$ cat config.mk
export PLATFORM = sky130hd
export DESIGN_NAME = link_bringup_sup
export DESIGN_NICKNAME = d
export VERILOG_FILES = /design/src/rtl/link_bringup_sup.sv
export SDC_FILE = /design/constraint.sdc
export NUM_CORES = 1
export LEC_CHECK = 0
export BUFFER_PORTS_ARGS = -buffer_cell sky130_fd_sc_hd__buf_4
export CORE_MARGIN = 3
export CORE_UTILIZATION = 40
export CTS_CLUSTER_DIAMETER = 60
export DETAILED_ROUTE_END_ITERATION = 6
export GPL_TIMING_DRIVEN = 0
export SLEW_MARGIN = 20
export SYNTH_ARGS = -nofsm -noshare
export SYNTH_HDL_FRONTEND = slang
export SYNTH_SLANG_ARGS = --single-unit
$ cat constraint.sdc
create_clock -name clk -period 3.19 [get_ports clk]
set_input_delay 0.4785 -clock clk [delete_from_list [all_inputs] [get_ports clk]]
set_output_delay 0.4785 -clock clk [all_outputs]
set_load 0.02 [all_outputs]
$ cat src/rtl/link_bringup_sup.sv
module link_bringup_sup #(
  parameter int          TICK_DIV    = 125,
  parameter int          PWR_US      = 20000,
  parameter int          CLK_US      = 50000,
  parameter int          PERST_US    = 20000,
  parameter int          POLL_US     = 10,
  parameter int          POLL_MAX    = 4000,
  parameter int          OVRD_US     = 3000,
  parameter logic [3:0]  GEN_MAX     = 4'd2,
  parameter logic [15:0] RXSTAT_ADDR = 16'h100D,
  parameter logic [15:0] OVRD_ADDR   = 16'h1005,
  parameter logic [15:0] OVRD_MASK   = 16'h0028,
  parameter logic [5:0]  STUCK_STATE = 6'h0D
) (
  input  logic        clk,
  input  logic        rst_n,
  input  logic        start,
  input  logic        dbg_link_up,
  input  logic        dbg_in_training,
  input  logic [5:0]  ltssm_state,
  output logic        pwr_en,
  output logic        refclk_en,
  output logic        phy_pd,
  output logic        core_rst,
  output logic        perst_n,
  output logic [3:0]  gen_cap,
  output logic        ltssm_en,
  output logic        phy_req,
  output logic        phy_wr,
  output logic [15:0] phy_addr,
  output logic [15:0] phy_wdata,
  input  logic        phy_ack,
  input  logic [15:0] phy_rdata,
  output logic        link_up,
  output logic        link_fail
);
  localparam int PW = $clog2(TICK_DIV + 1);
  localparam int UW = $clog2(PWR_US + CLK_US + PERST_US + POLL_US + OVRD_US + 1);
  localparam int CW = $clog2(POLL_MAX + 1);

  typedef enum logic [3:0] {
    IDLE, PWR_LO, PWR_HI, CLK_ON, PERST_LO, PERST_HI, POLL, RX_RD,
    OV_RD1, OV_WR1, OV_HOLD, OV_RD2, OV_WR2, POLL_WAIT, UP, FAIL
  } st_t;

  st_t st, nxt;
  logic [PW-1:0] pre;
  logic [UW-1:0] us, tgt;
  logic [CW-1:0] polls;
  logic [15:0]   rd_q;

  wire tick    = pre == PW'(TICK_DIV - 1);
  wire done    = tick && (us == tgt - 1'b1);
  wire link_ok = dbg_link_up && !dbg_in_training;
  wire stuck   = !phy_rdata[0] && (ltssm_state == STUCK_STATE);

  always_comb begin
    case (st)
      PWR_LO, PWR_HI:   tgt = UW'(PWR_US);
      CLK_ON:           tgt = UW'(CLK_US);
      PERST_LO, PERST_HI: tgt = UW'(PERST_US);
      OV_HOLD:          tgt = UW'(OVRD_US);
      default:          tgt = UW'(POLL_US);
    endcase
  end

  always_comb begin
    nxt = st;
    case (st)
      IDLE:      if (start) nxt = PWR_LO;
      PWR_LO:    if (done) nxt = PWR_HI;
      PWR_HI:    if (done) nxt = CLK_ON;
      CLK_ON:    if (done) nxt = PERST_LO;
      PERST_LO:  if (done) nxt = PERST_HI;
      PERST_HI:  if (done) nxt = POLL;
      POLL:      nxt = link_ok ? UP : RX_RD;
      RX_RD:     if (phy_ack) nxt = stuck ? OV_RD1 : POLL_WAIT;
      OV_RD1:    if (phy_ack) nxt = OV_WR1;
      OV_WR1:    if (phy_ack) nxt = OV_HOLD;
      OV_HOLD:   if (done) nxt = OV_RD2;
      OV_RD2:    if (phy_ack) nxt = OV_WR2;
      OV_WR2:    if (phy_ack) nxt = POLL_WAIT;
      POLL_WAIT: if (done) nxt = (polls == CW'(POLL_MAX - 1)) ? FAIL : POLL;
      UP:        nxt = UP;
      FAIL:      if (start) nxt = PWR_LO;
      default:   nxt = IDLE;
    endcase
  end

  always_ff @(posedge clk or negedge rst_n) begin
    if (!rst_n) begin
      st    <= IDLE;
      pre   <= '0;
      us    <= '0;
      polls <= '0;
      rd_q  <= '0;
    end else begin
      st <= nxt;
      if (nxt != st) begin
        pre <= '0;
        us  <= '0;
      end else if (tick) begin
        pre <= '0;
        us  <= us + 1'b1;
      end else begin
        pre <= pre + 1'b1;
      end
      if (nxt == PWR_LO && st != PWR_LO) polls <= '0;
      else if (st == POLL_WAIT && done)  polls <= polls + 1'b1;
      if ((st == OV_RD1 || st == OV_RD2) && phy_ack) rd_q <= phy_rdata;
    end
  end

  assign pwr_en    = !(st inside {IDLE, PWR_LO});
  assign refclk_en = !(st inside {IDLE, PWR_LO, PWR_HI});
  assign phy_pd    = st inside {IDLE, PWR_LO, PWR_HI, CLK_ON};
  assign core_rst  = st inside {IDLE, PWR_LO, PWR_HI, CLK_ON};
  assign perst_n   = st >= PERST_HI;
  assign gen_cap   = (st >= PERST_HI) ? 4'd1 : GEN_MAX;
  assign ltssm_en  = (st >= POLL) && (st != FAIL);
  assign phy_req   = st inside {RX_RD, OV_RD1, OV_WR1, OV_RD2, OV_WR2};
  assign phy_wr    = st inside {OV_WR1, OV_WR2};
  assign phy_addr  = (st == RX_RD) ? RXSTAT_ADDR : OVRD_ADDR;
  assign phy_wdata = (st == OV_WR1) ? (rd_q | OVRD_MASK) : (rd_q & ~OVRD_MASK);
  assign link_up   = st == UP;
  assign link_fail = st == FAIL;

  assert_clk_before_release_R3: assert property (@(posedge clk) disable iff (!rst_n)
    !core_rst |-> refclk_en && pwr_en);
  assert_train_after_perst_R4: assert property (@(posedge clk) disable iff (!rst_n)
    ltssm_en |-> perst_n && !core_rst && !phy_pd);
  assert_gen1_cap_R5: assert property (@(posedge clk) disable iff (!rst_n)
    ltssm_en |-> gen_cap == 4'd1);
  assert_up_cause_R6: assert property (@(posedge clk) disable iff (!rst_n)
    $rose(link_up) |-> $past(dbg_link_up && !dbg_in_training));
  assert_hold_req_R10: assert property (@(posedge clk) disable iff (!rst_n)
    phy_req && !phy_ack |=> phy_req && $stable(phy_addr) && $stable(phy_wr) && $stable(phy_wdata));
  assert_up_sticky_R11: assert property (@(posedge clk) disable iff (!rst_n)
    link_up |=> link_up);
  assert_fail_sticky_R12: assert property (@(posedge clk) disable iff (!rst_n)
    link_fail && !start |=> link_fail);
  assert_fail_restart_R12: assert property (@(posedge clk) disable iff (!rst_n)
    link_fail && start |=> !link_fail && !pwr_en);
endmodule

# Word level (Yosys, flattened, before mapping)
# Cells that the tools add are included.
# W data, S select, Z words.
dict set report classes {
  addsub 4
  order_cmp 2
  eq_ne 23
  muxes 27
  reduce_logical 22
}
# op count
set op_table {}
lappend op_table {{$mux W4} 16}
lappend op_table {{$pmux W4 S15} 1}
lappend op_table {{$pmux W16 S3} 1}
lappend op_table {{$mux W17} 2}
lappend op_table {{$eq A4 B4 Y1 const B} 8}
lappend op_table {{$mux W12} 2}
lappend op_table {{$add A17 B1 Y17 const B} 1}
lappend op_table {{$eq A17 B17 Y1} 1}
lappend op_table {{$sub A17 B1 Y17 const B} 1}
lappend op_table {{$eq A4 B3 Y1 const B} 4}
lappend op_table {{$mux W7} 2}
lappend op_table {{$add A12 B1 Y12 const B} 1}
lappend op_table {{$eq A12 B12 Y1 const B} 1}
lappend op_table {{$eq A4 B1 Y1 const B} 2}
lappend op_table {{$eq A4 B2 Y1 const B} 2}
lappend op_table {{$ge A4 B3 Y1 const B} 2}
lappend op_table {{$reduce_bool A2 Y1} 4}
lappend op_table {{$add A7 B1 Y7 const B} 1}
lappend op_table {{$eq A7 B7 Y1 const B} 1}
lappend op_table {{$logic_and A1 B1 Y1} 7}
lappend op_table {{$eq A6 B4 Y1 const B} 1}
lappend op_table {{$mux W6} 1}
lappend op_table {{$reduce_bool A5 Y1} 1}
lappend op_table {{$logic_not A1 Y1} 4}
lappend op_table {{other kinds (11)} 11}
dict set report totals {
  ff_bits 56
  input_bits 28
  out_inout_bits 46
  word_cells 83
}

# Depth between registers and ports, before layout
# Gate-level depths: netlist of run 1.
dict set report depth {
  word_depth 11
  depth_mapped 10
}

# Worst setup path after synthesis of run 1
# OpenSTA, ideal clock, no wires.
dict set report synth_timing {
  path_kind {input to register}
  from {input port ltssm_state[5]}
  to {register pre[5]}
  setup_time_ns 0.139
  arrival_time_ns 2.272
  setup_slack_ns 0.779
  path_stages 8
  path_buffers 1
  path_cell_list {or4b_1 o21ai_0 o211a_1 o21ai_0 a2111o_1 o211ai_2 buf_2 nor3_1}
}
dict set report synth_via {
  elab_chain_cells 7
}
# element line
set synth_lines {}
lappend synth_lines {{start, declared} 20} ;# input logic [5:0] ltssm_state,
lappend synth_lines {{$eq A6 B4 Y1} 55} ;# wire stuck = !phy_rdata[0] && (ltssm_state == STUCK_STATE);
lappend synth_lines {{$logic_and A1 B1 Y1} 55}
lappend synth_lines {{$mux W3} 77} ;# RX_RD: if (phy_ack) nxt = stuck ? OV_RD1 : POLL_WAIT;
lappend synth_lines {{$mux W4} 77}
lappend synth_lines {{$pmux W4 S15} 69} ;# case (st)
lappend synth_lines {{$ne A4 B4 Y1} 99} ;# if (nxt != st) begin
lappend synth_lines {{$mux W7} 99}
lappend synth_lines {{end signal, assigned} 106} ;# pre <= pre + 1'b1;
lappend synth_lines {{end, declared} 47} ;# logic [PW-1:0] pre;
# Every way passes these cells.
# A chain may end at the register's enable or synchronous reset.

# Worst setup path in the final report of run 1
dict set report layout_timing {
  from {register st[3]}
  to {register rd_q[9]}
}
dict set report layout_via {
  elab_chain_cells 3
}
# element line
set layout_lines {}
lappend layout_lines {{start, declared} 46} ;# st_t st, nxt;
lappend layout_lines {{start signal, assigned} 98} ;# st <= nxt;
lappend layout_lines {{$eq A4 B4 Y1} 110} ;# if ((st == OV_RD1 || st == OV_RD2) && phy_ack) rd_q <= phy_rdata;
lappend layout_lines {{$logic_or A1 B1 Y1 (*)} 110}
lappend layout_lines {{$logic_and A1 B1 Y1 (*)} 110}
lappend layout_lines {{end signal, assigned} 110}
lappend layout_lines {{end, declared} 50} ;# logic [15:0] rd_q;
# Every way passes the cells marked *; elsewhere a longest branch is shown, timed or not.

==> impl_metrics.yaml, run 1 <==
outcome:
  status: "complete, no violations"
logic_synthesis:
  synth_mux_area_share_pct: 5.593
  synth_fa_ha_area_share_pct: 1.416
  netlist_instances: 386
  syn_area_um2: 3535
  synth_warnings: 0
  synth-xor-area-share_pct: 8.177
  ys_ff_latch: 54
  synth_top_family_by_area: "simple AND/OR/NAND/NOR gates"
  synth_flop_cell: "dfrtp_1"
  synth_cell_types: 65
  seq_area_frac_synth_pct: 38.23
  synth-simple-area-share_pct: 21.98
  synth.avg_cell_area_um2: 9.157
  synth_compound_area_share_pct: 15.79
  synth-edff-count: 0
  synthArstFlopShare_pct: 100.0
critical_path:
  crit_fanout: 10
  cp-startpoint: "st[3]"
  reg2reg_from: "st[3]"
  worstPathArrival_ns: 3.12
  critPathRequiredTime_ns: 3.40
  end_kind: "flip-flop"
  start_kind: "flip-flop"
  path_class: "flip-flop to flip-flop"
global_routing:
  antenna_found_initial: 0
  grt_pass1_vias: 2871
  grt_max_degree: 55
  grt_use_total_pct: 16.71
  grt_pass1_wl_mm: 13.83
  gr-total-overflow: 0
timing:
  period_needed_ns: 2.914
  report.final.slew_viol_count: 0
  setup_tns_ns: 0
  max_slew_margin_pct: 31.26
  skew_ns: 0.006752
  hold_viol_final: 0
  finalSetupViolations: 0
  rsz0062_at_grt: "no"
  fin_crit_sh_pct: 91.36
  fmax_ghz: 0.3431
  worst_pin_slew_ns: 1.025
clocking:
  cts_hold_buf: 0
  cts_root_buffer: "clkbuf_8"
  h-tree-depth: 2
  postCtsSetupBuffers: 0
  tritoncts: "yes"
  cts_buffers: 5
  path_clk_slew_ns: 0.11
  clk_latency_ns: 0.31
  cts_max_path_buffers: 2
  numClockSinks: 54
  cts_resized: 0
route:
  viasPerCell: 5.298
  drtIter0Drc: 163
  drt-wirelength-per-cell_um: 14.19
  num_vias: 3009
  first_pass_iters: 4
  wl_mm: 8.060
  route.detailed.drc: 0
  ant_nets: 0
die:
  start_util_pct: 42.17
  row_count: 33
  core_um2: 8382
  ioPinCount: 74
  die_height_um: 100.0
  die_x_um: 100.0
  dieArea_um2: 10000
layout:
  num-fill-cells: 806
  num_antenna_cells: 0
  final_cell_mix: "buf_4, dfrtp_1, nor2_1"
  drive_gt1_share_pct: 28.51
  final_net_count: 494
  layout_commonest_cell: "buf_4"
  area_delta_synth_final_pct: 19.43
power_and_ir_drop:
  p_leak_nw: 1.932
  total_power_mw: 1.163
  ir_worst_vdd_uv: 188.0
  p_per_area_nw_per_um2: 275.5
worst_hold_path:
  hp-class: "primary input to async pin"
place:
  place.port_buffers: 54
  dp_hpwl_mm: 5.998
  place.gp.congestion: 0.8032
flow_run:
  max_cap_viol_count: 0
## per-stage QoR
step	cell area (um2)	setup WS [ns]	hold slack, ns	cells	util (%)
6_report	4222	0.2756	0.1976	568	50.37
5_1_grt	4222	0.02087	0.2636	568	50.37
4_1_cts	4222	0.2934	0.2274	568	50.37
3_5_place_dp	4128	0.2491	0.4838	560	49.25
3_3_place_gp	4128	0.2588	0.4739	560	49.25
2_1_floorplan	3591	0.7789	0.1829	401	-
## path summary, 6_finish.rpt
kind / slack, ns / cells after the start / end
worst max register to register: 0.28 / 6 / rd_q[9]
min in group clk: 0.39 / 2 / rd_q[11]
worst min register to register: 0.50 / 1 / pre[0]
worst min-delay path: 0.20 / 1 / pre[0]
max in group asynchronous: 2.54 / 1 / polls[10]
worst max-delay path: 0.28 / 6 / rd_q[9]
## worst max-delay path, stage by stage (launching register included)
cell and delay [ns]:
dfrtp_1 0.45, buf_2 0.24, buf_1 0.36, nand2_1 0.13, a211oi_1 0.86, buf_2 0.39, mux2_2 0.36
## cells by family (layout without fill, tap and decap cells)
kind of cell | after synthesis | count (layout)
AOI/OAI and AO/OA | 74 | 74
xor gates and xnor gates | 33 | 33
adders and majority gates | 4 | 4
buffers and inverters | 52 | 114
DFF | 54 | 54
muxes | 18 | 18
other | 2 | 17
and+or+nand+nor | 149 | 149
## cell type report
cell class	count	area [um2]	share of cell area, %
Multi-Input combinational cell	295	1936	45.85
Timing Repair Buffer	54	405.4	9.603
Inverter	10	37.54	0.8892
Sequential cell	54	1351	32.01
Clock inverter	3	25.02	0.5928
Tap cell	105	131.4	3.112
Buffer	42	266.5	6.313
Clock buffer	5	68.82	1.630
## flip-flops by register name, indices dropped and copies added, names as in the netlist
signal / count
rd_q: 14
pre: 7
st: 4
us: 17
polls: 12
## Yosys cell counts (7+ instances only)
cell      n  area, um2
xnor2_1  20      175.2
nor3_1   18      90.09
o21ai_0  17      85.08
xor2_1   13      113.9
and3_1   11      68.82
buf_2     9      45.04
mux2_2   14      157.7
nand4_1   7      43.79
nor2_1   40      150.1
dfrtp_1  54       1351
buf_4    22      165.2
nand2_1  28      105.1
nand3_1  16      80.08
a21oi_2  10      87.58
a21oi_1  14      70.07
## where the power goes
part           total [mW]  internal [mW]  switching, mW
Combinational      0.0784         0.0360         0.0424
Clock               0.401          0.159          0.241
Sequential          0.684          0.684              0
Total                1.16          0.879          0.284
## routing by layer
metal | GRT usage (%) | part of all wire, %
met5 | 0 | 0
met4 | 3.212 | 0.71
met3 | 3.058 | 6.0
met2 | 26.58 | 43
met1 | 24.05 | 50
No activity file was read; power rests on OpenSTA's default activity.
==> run 2, diff against run 1 <==
CORE_UTILIZATION = 55   (was 40)
PLACE_DENSITY = 0.8   (was unset)
==> impl_metrics.yaml, run 2 (synthesis gave the netlist of run 1 again) <==
outcome:
  status: "complete, no violations"
critical_path:
  critPathRequiredTime_ns: 3.40
  crit_fanout: 10
  worstPathArrival_ns: 3.18
  end_kind: "flip-flop"
  path_class: "flip-flop to flip-flop"
  start_kind: "flip-flop"
route:
  viasPerCell: 5.714
  drt-wirelength-per-cell_um: 15.35
  wl_mm: 8.260
  first_pass_iters: 4
  drtIter0Drc: 224
  route.detailed.drc: 0
  ant_nets: 0
  num_vias: 3074
timing:
  period_needed_ns: 2.962
  fin_crit_sh_pct: 92.86
  skew_ns: 0.009676
  rsz0062_at_grt: "no"
  worst_pin_slew_ns: 1.080
  setup_tns_ns: 0
  fmax_ghz: 0.3376
  finalSetupViolations: 0
  report.final.slew_viol_count: 0
  hold_viol_final: 0
  max_slew_margin_pct: 27.53
worst_hold_path:
  hp-class: "primary input to async pin"
layout:
  top_register: "us"
  top_regs: "us (17), rd_q (14), polls (12)"
  final_util_pct: 69.05
  final_net_count: 494
  final_cell_mix: "buf_4, dfrtp_1, nor2_1"
  area_delta_synth_final_pct: 18.41
  num-fill-cells: 509
  largest_register_ffs: 17
  drive_gt1_share_pct: 28.51
  num_antenna_cells: 0
  layout_commonest_cell: "buf_4"
clocking:
  cts_root_buffer: "clkbuf_8"
  tritoncts: "yes"
  cts_resized: 0
  cts_max_path_buffers: 2
  cts_buffers: 5
  path_clk_slew_ns: 0.11
  h-tree-depth: 2
  numClockSinks: 54
  clk_latency_ns: 0.32
  postCtsSetupBuffers: 0
  cts_hold_buf: 0
power_and_ir_drop:
  ir_worst_vdd_uv: 321.0
  p_per_area_nw_per_um2: 280.9
  p_leak_nw: 1.937
global_routing:
  antenna_found_initial: 0
  grt_use_total_pct: 23.64
  grt_pass1_vias: 3026
  gr-total-overflow: 0
  grt_max_degree: 55
  grt_pass1_wl_mm: 14.21
place:
  dp_hpwl_mm: 6.200
  place.port_buffers: 54
  place.gp.congestion: 0.9149
die:
  core_um2: 6061
  ioPinCount: 74
  die_height_um: 86.17
  dieArea_um2: 7424
  die_x_um: 86.17
  start_util_pct: 58.32
  row_count: 28
flow_run:
  max_cap_viol_count: 0
run 2: cell types whose count changed in the layout (fill, tap and decap cells not counted), sizes merged:
cell | previous run | this run
inv | 9 | 11
clkinv | 3 | 2
clkinvlp | 1 | 0
run 2: layout make-up:
type	count	area [um2]	area share, %
clock buffers	5	68.82	1.644
inverters	10	37.54	0.8969
plain buffers	42	266.5	6.368
flip-flops and latches	54	1351	32.29
well taps	75	93.84	2.242
repair buffers	54	405.4	9.686
multi-input cells	295	1936	46.25
clock inverters	3	26.28	0.6278
run 2: path summary, 6_finish.rpt:
check	slack, ns	depth (start not counted)	start	to
setup reg to reg	0.23	6	st[3]	rd_q[6]
hold reg to reg	0.50	1	pre[0]	pre[0]
max in group asynchronous	2.55	1	rst_n	polls[1]
hold / removal	0.20	1	rst_n	pre[1]
setup / recovery	0.23	6	st[3]	rd_q[6]
min in group clk	0.38	2	phy_rdata[4]	rd_q[4]
run 2: per-stage QoR:
stage	hold slack (ns)	instance area [um2]	cells	worst slack (ns)	power (mW)
5_1_grt	0.2420	4185	538	0.02612	1.228
6_report	0.2002	4185	538	0.2279	1.176
3_3_place_gp	0.4774	4090	530	0.2621	0.7748
3_5_place_dp	0.4863	4090	530	0.2415	0.7759
4_1_cts	0.2199	4185	538	0.2131	1.183
2_1_floorplan	0.1829	3591	401	0.7789	0.7374
run 2: routing by layer:
metal,up-vias,share of wire (%),GRT usage [%]
li1,1481,-,-
met1,1465,43,29.69
met2,115,48,40.50
met3,13,7.9,5.572
met4,0,1.3,6.763
met5,-,0,0
run 2: critical path: stages, from the launching register on:
cell and delay [ns]:
dfrtp_1 0.44, buf_2 0.24, buf_1 0.38, nand2_1 0.13, a211oi_1 0.90, buf_2 0.39, mux2_2 0.37
run 2: report_power, final:
part / internal, mW / total, mW / switching, mW / leakage, nW
Clock: 0.164 / 0.413 / 0.249 / 0.0495
Combinational: 0.0360 / 0.0790 / 0.0430 / 1.23
Sequential: 0.684 / 0.684 / 0 / 0.662
Total: 0.884 / 1.18 / 0.292 / 1.94
